===== src/rtl/edge_order_ind.sv =====
module edge_order_ind #(
  parameter int SYNC_STAGES = 2
) (
  input  logic       clk,
  input  logic       rst,
  input  logic       in_a,
  input  logic       in_b,
  output logic [1:0] order_code
);
  localparam int LAST = SYNC_STAGES - 1;

  logic [SYNC_STAGES-1:0] a_chain, b_chain;
  logic a_now, b_now, a_was, b_was;
  logic a_rise, b_rise;
  logic [1:0] order_next;

  always_ff @(posedge clk) begin
    if (rst) begin
      a_chain <= '0;
      b_chain <= '0;
      a_was   <= 1'b0;
      b_was   <= 1'b0;
    end else begin
      a_chain <= {a_chain[SYNC_STAGES-2:0], in_a};
      b_chain <= {b_chain[SYNC_STAGES-2:0], in_b};
      a_was   <= a_now;
      b_was   <= b_now;
    end
  end

  assign a_now  = a_chain[LAST];
  assign b_now  = b_chain[LAST];
  assign a_rise = a_now & ~a_was;
  assign b_rise = b_now & ~b_was;

  always_comb begin
    order_next = order_code;
    if (!a_now && !b_now)
      order_next = 2'b00;
    else if (b_rise && !a_rise && a_now)
      order_next = 2'b01;
    else if (a_rise && !b_rise && b_now)
      order_next = 2'b10;
  end

  always_ff @(posedge clk) begin
    if (rst) order_code <= 2'b00;
    else     order_code <= order_next;
  end
endmodule


===== config.mk =====
export PLATFORM = sky130hd
export DESIGN_NAME = edge_order_ind
export DESIGN_NICKNAME = d
export VERILOG_FILES = /design/src/rtl/edge_order_ind.sv
export SDC_FILE = /design/constraint.sdc
export NUM_CORES = 1
export LEC_CHECK = 0
export ABC_AREA = 1
export BUFFER_PORTS_ARGS = -buffer_cell sky130_fd_sc_hd__buf_2
export CORE_AREA = 3 3 40 42
export DETAILED_ROUTE_END_ITERATION = 16
export DIE_AREA = 0 0 43 45
export GPL_TIMING_DRIVEN = 0
export PLACE_DENSITY = 0.37
export SYNTH_ARGS = -nofsm -noshare
export SYNTH_HDL_FRONTEND = slang
export SYNTH_SLANG_ARGS = --single-unit

===== constraint.sdc =====
create_clock -name clk -period 1.3 [get_ports clk]
set_input_delay 0.13 -clock clk [delete_from_list [all_inputs] [get_ports clk]]
set_output_delay 0.13 -clock clk [all_outputs]
set_load 0.005 [all_outputs]

==> out/qor.yml, run 1 <==
status: "complete, no violations"
finalSetupViolations: 0
ir_worst_vdd_mv: 0.531
multi_input_area_sq_um: 68.8
swShare: 0.195
io_buffers: 5
rows: 13
via_per_inst: 3.77
ioPinCount: 6
clk_path_buf_depth: 2
p_int_w: 0.000366
regArea_sq_um: 160
hold_path.class: "in -> reg"
synth_top_area_share: 0.610
cts_tree: "done"
final_nets: 47
ys_top_cells_by_count: "dfxtp_1 (8), inv_1 (8), nor2_1 (8)"
critPathSlowestCell: "dfxtp_1"
clock-sinks: 8
yosys.area.top_type: "dfxtp_1"
crit_buf_inv: 1
grt_max_degree: 8
switching_power_w: 0.0000886
n_fill_cell: 147
p_per_area_mw_per_mm2: 1380
initial_utilization: 0.204
power.share.clock: 0.398
min_period_ns: 0.826
h-tree-depth: 1
wl_per_cell_microns: 7.02
ys_types: 8
p_total_w: 0.000454
syn_avg_cell_area_sq_um: 7.96
synth_edf_count: 0
fp.dieH_microns: 45
cp.required_ns: 1.17
drt_first_iter_violations: 4
async_reset_ff_frac: 0
fmax_mhz: 1210
path_class: "reg -> out"
num_vias: 211
grt_pass1_wl_microns: 683
chipWidth_microns: 43
finalSetupTns_ns: 0
synth_warnings: 0
path_clk_slew_ns: 0.05
gp_congestion: 0.610
drtAntennaViolNets: 0
yosysSeqAreaShare: 0.610
synthCells: 33
dpl.hpwl_microns: 308
track_usage: 0.0551
post_cts_resized: 0
syn_area_sq_um: 263
synth_flop_cell: "dfxtp_1"
drc: 0
cts-root-buf: "clkbuf_4"
core_sq_mm: 0.00128
startpoint_type: "flop"
drive_gt1_frac: 0.220
path_max_fanout: 2
max_stage_delay_ns: 0.34
p_comb_frac: 0.040
rsz0062_at_grt: "false"
drv_slew: 0
cts_buffers: 3
slew_headroom: 0.911
ys_ff_latch: 8
worst_setup_path_end_kind: "output pin"
path_delay_family: "flip-flops"
antenna_cells: 0
synthTopCellsByArea: "dfxtp_1 (61%), inv_1 (11%), nor2_1 (11%)"
syn_nets: 37
power.leakage_nw: 0.148
grt_pass1_vias: 183
clock_skew_ns: 0.0000519
postCtsHoldBufs: 0
totalWireLength_microns: 393
syn_to_final_growth_pct: 25.2
worstMarginPinSlew_ns: 0.133
grt-ovfl-total: 0
pwr-share-seq: 0.562
timing.final.crit_share: 0.636
maxCapViolations: 0
path_cells: "buf_2"
fp.dieArea_sq_mm: 0.00194
hold_violations: 0
grt_antenna_before_repair: 0
first_pass_iters: 2
clkLatencyLatePin_ns: 0.24
cts_setup_buffers: 0
critPathArrivalTime_ns: 0.70
-- per-stage QoR --
stage	std cells	utilization	setup slack [ns]	area, sq um	hold WS [ns]
after floorplan	33	-	0.591	263	0.201
after global placement	53	0.239	0.555	307	0.333
after detailed placement	53	0.239	0.515	307	0.338
after CTS	56	0.256	0.467	329	0.0756
after global routing	56	0.256	0.401	329	0.0949
final	56	0.256	0.474	329	0.0847
-- placed cells by master, fill, tap and decap left out --
| cell | netlist | layout |
|---|---|---|
| clkinv_1 | 1 | 1 |
| buf_2 | 0 | 5 |
| dfxtp_1 | 8 | 8 |
| a21oi_2 | 1 | 1 |
| nor2_1 | 8 | 8 |
| a21oi_1 | 2 | 2 |
| nand3_1 | 1 | 1 |
| clkbuf_4 | 0 | 3 |
| nand2_1 | 4 | 4 |
| inv_1 | 8 | 8 |
-- logic make-up (layout without fill, tap and decap cells) --
| logic type | count (synthesis) | after routing | share of synthesized area |
|---|---|---|---|
| flops | 8 | 8 | 0.610 |
| buf+inv | 9 | 17 | 0.129 |
| simple gates | 13 | 13 | 0.190 |
| compound gates | 3 | 3 | 0.0714 |
-- state kept, by name, indices dropped and copies added, names as in the netlist --
register / flops
a_chain: 2
b_chain: 2
order_code: 2
a_was: 1
b_was: 1
-- layer usage --
metal  up-vias  part of all wire  track usage
met5         -                 0            0
met4         0                 0       0.0361
met3         0              0.10       0.0637
met2         6              0.46       0.0719
met1        95              0.44       0.0487
li1        110                 -            -
-- worst paths after layout --
kind	startpoint	to	slack, ns	depth (start not counted)
worst max-delay path	order_code[1]$_SDFFE_PP0P_	order_code[1]	0.47	1
worst min-delay path	in_a	a_chain[0]$_SDFF_PP0_	0.08	3
worst max register to register	a_chain[1]$_SDFF_PP0_	order_code[1]$_SDFFE_PP0P_	0.51	5
worst min register to register	b_chain[0]$_SDFF_PP0_	b_chain[1]$_SDFF_PP0_	0.40	2
-- area by class of cell --
cell class / instances / area share
repair buffers: 5 / 0.0760
well taps: 15 / 0.0570
clock buffers: 3 / 0.0684
inverters: 9 / 0.103
flip-flops and latches: 8 / 0.487
multi-input cells: 16 / 0.209
-- power groups by stage --
stage,Sequential [W],Clock (W),Combinational (W)
after CTS,0.000255,0.000192,0.0000186
after global routing,0.000256,0.000209,0.0000224
after detailed placement,0.000261,0,0.0000186
after global placement,0.000260,0,0.0000182
final,0.000255,0.000181,0.0000182
after floorplan,0.000260,0,0.0000103
Note: power is estimated with default switching activity, not from simulation.
==> run 2, diff against run 1 <==
Settings changed: ABC_AREA 1 to 0, PLACE_DENSITY 0.37 to 0.38.
Clock period 1.3 ns to 0.8 ns, I/O delays scaled along.
==> run 2 against run 1 <==
  * Die area did not move
  * Global-route usage increased by 1.5 points
  * Worst setup slack got worse by 0.45 ns
  * Clock-buffer cell count did not move
  * Sequential share of layout area down 1.7 points
  * Largest power group unchanged
==> out/qor.yml, run 2 <==
dpl.hpwl_microns: 321  # +4.2%
syn_avg_cell_area_sq_um: 10.7  # +35%
synth_edf_count: 0  # unchanged
drtAntennaViolNets: 0  # unchanged
min_period_ns: 0.781
ys_ff_latch: 8  # unchanged
yosys.area.top_type: "dfxtp_1"
syn_to_final_growth_pct: 33.2
gp_congestion: 0.521  # -15%
async_reset_ff_frac: 0  # unchanged
drv_slew: 0  # unchanged
drc: 0  # unchanged
clock_skew_ns: 0.00240  # +0.00235 ns
timing.final.crit_share: 0.977
path_max_fanout: 5  # +3
hold-path-cell-count: 2  # -1
yosysSeqAreaShare: 0.598  # -0.0114
hold_slack_ns: 0.0420  # -0.0427 ns
hold_violations: 0  # unchanged
ys_types: 8  # unchanged
r2r_end: "order_code[1]$_SDFFE_PP0P_"
rsz0062_at_grt: "true"
path_class: "reg -> reg"
synth_flop_cell: "dfxtp_1"
fp.dieArea_sq_mm: 0.00194  # unchanged
num_vias: 206  # -2.4%
core_sq_mm: 0.00128  # unchanged
first_pass_iters: 4  # +2
final_nets: 41  # -13%
via_per_inst: 4.12  # +9.3%
p_comb_frac: 0.038  # -0.002
final_core_utilization: 0.278  # +0.0214
path_cells: "and2b_1 > nand2_1 > a31oi_1"
track_usage: 0.0702  # +0.0150
yosysMostFrequentCell: "dfxtp_1"
synth_warnings: 0  # unchanged
pwr-share-seq: 0.565  # +0.003
ioPinCount: 6  # unchanged
clk_path_buf_depth: 2  # unchanged
initial_utilization: 0.208  # +0.00389
rr_startpoint: "b_chain[1]$_SDFF_PP0_"
ir_worst_vdd_mv: 1.02  # +92%
power.leakage_nw: 0.140  # -5.1%
drive_gt1_frac: 0.457  # +0.238
grt_antenna_before_repair: 0  # unchanged
chipWidth_microns: 43  # unchanged
critPathArrivalTime_ns: 0.91  # +0.21 ns
switching_power_w: 0.000144  # +63%
synthCells: 25  # -24%
final_cell_mix: "nor2b_1 (6), dfxtp_2 (6), buf_2 (5)"
fmax_mhz: 1280
postCtsHoldBufs: 0  # unchanged
cts-root-buf: "clkbuf_4"
rows: 13  # unchanged
antenna_cells: 0  # unchanged
finalSetupTns_ns: 0  # unchanged
synthTopCellsByArea: "dfxtp_1 (60%), nor2b_1 (14%), nand4b_1 (6.5%)"
power.share.clock: 0.398  # about the same
worstMarginPinSlew_ns: 0.150  # +0.0168 ns
p_total_w: 0.000745  # +64%
clock-sinks: 8  # unchanged
min_from: "in_b"
min_to: "b_chain[0]$_SDFF_PP0_"
reg2reg_depth: 3  # -2
h-tree-depth: 1  # unchanged
cts_tree: "done"
p_per_area_mw_per_mm2: 2090  # +51%
io_buffers: 5  # unchanged
clkLatencyLatePin_ns: 0.25  # about the same
swShare: 0.194  # -0.00110
startpoint_type: "flop"
grt-ovfl-total: 0  # unchanged
path_clk_slew_ns: 0.05  # about the same
fp.dieH_microns: 45  # unchanged
syn_area_sq_um: 268  # +1.9%
maxCapViolations: 0  # unchanged
cp.required_ns: 0.93  # -0.24 ns
p_int_w: 0.000600  # +64%
finalSetupViolations: 0  # unchanged
worst_setup_path_end_kind: "flop"
grt_pass1_wl_microns: 890  # +30%
status: "complete, no violations"
grt_max_degree: 9  # +1
hold_path.class: "in -> reg"
max_stage_delay_ns: 0.35  # about the same
totalWireLength_microns: 462  # +18%
drt_first_iter_violations: 3  # -1
synth_top_area_share: 0.598  # -0.0114
grt_pass1_vias: 211  # +15%
wl_per_cell_microns: 9.24  # +32%
critPathSlowestCell: "dfxtp_2"
ys_top_cells_by_count: "dfxtp_1 (8), nor2b_1 (6)"
syn_nets: 29  # -22%
cts_buffers: 3  # unchanged
r2r_setup_slack_ns: 0.02  # -0.49 ns
slew_headroom: 0.900  # -0.0112
reg.largest.list: "a_chain (2), b_chain (2), order_code (2)"
## run 2: cell count changes after synthesis
cell and delta:
inv_1 -8, nor2_1 -8, nor2b_1 +6, a21oi_1 -2
a31oi_1 +2, nand2_1 -2, nand3b_1 +2, nand4b_1 +2
a21oi_2 -1, and2b_1 +1, clkinv_1 -1, nand3_1 +1
## run 2: power by group through the flow
stage               sequential (W)  clock [W]  combinational [W]
CTS                       0.000420   0.000317          0.0000284
detailed placement        0.000428          0          0.0000251
global placement          0.000428          0          0.0000243
global route              0.000421   0.000361          0.0000318
floorplan                 0.000426          0          0.0000121
finish                    0.000421   0.000296          0.0000279
## run 2: cells by family (layout without fill, tap and decap cells)
logic type / Yosys count / after routing / synth area share
AOI/OAI and AO/OA: 2 / 2 / 0.0467
buffers and inverters: 0 / 10 / 0
DFF: 8 / 8 / 0.598
and+or+nand+nor: 15 / 15 / 0.355
## run 2: cell type report
class	instances	area [sq um]
Fill cell	148	928
Sequential cell	8	168
Multi-Input combinational cell	17	108
Timing Repair Buffer	7	40.0
Clock buffer	3	22.5
Tap cell	15	18.8
## run 2: worst max-delay path: cells and delay by family, from the launching register on
family           cells  cell delay [ns]
AO/OA/AOI/OAI        1             0.06
flip-flops           1             0.35
AND/OR/NAND/NOR      2             0.25
## run 2: metrics by stage
| step | std cells | instance area (sq um) | worst slack (ns) |
|---|---|---|---|
| 6_report | 50 | 357 | 0.0187 |
| 5_1_grt | 50 | 357 | -0.0507 |
| 4_1_cts | 49 | 347 | 0.00551 |
| 3_5_place_dp | 45 | 312 | -0.0488 |
| 3_3_place_gp | 45 | 312 | -0.0367 |
| 2_1_floorplan | 25 | 268 | 0.00576 |
## run 2: worst max path at each step
| stage | startpoint | endpoint | slack, ns | depth (start not counted) |
|---|---|---|---|---|
| after floorplan | b_chain[1]$_SDFF_PP0_ | order_code[1]$_SDFFE_PP0P_ | 0.006 | 3 |
| after global placement | b_chain[1]$_SDFF_PP0_ | order_code[0]$_SDFFE_PP0P_ | -0.04 | 3 |
| after global routing | b_chain[1]$_SDFF_PP0_ | order_code[0]$_SDFFE_PP0P_ | -0.05 | 3 |
| after CTS | b_was$_SDFF_PP0_ | order_code[1]$_SDFFE_PP0P_ | 0.006 | 3 |
| after detailed placement | b_chain[1]$_SDFF_PP0_ | order_code[0]$_SDFFE_PP0P_ | -0.05 | 3 |
| final | b_chain[1]$_SDFF_PP0_ | order_code[1]$_SDFFE_PP0P_ | 0.02 | 3 |
## run 2: metal layers
layer | GRT usage | share of wire
met5 | 0 | 0
met4 | 0.0361 | 0
met3 | 0.0717 | 0.11
met2 | 0.102 | 0.46
met1 | 0.0633 | 0.42
## run 2: repair_timing
action / 4_1_cts / 5_1_grt
setup buffers: 1 / 1
setup endpoints to repair: 4 / 4
cloned: 0 / 0
pin swaps: 2 / 0
resized for setup: 4 / 2
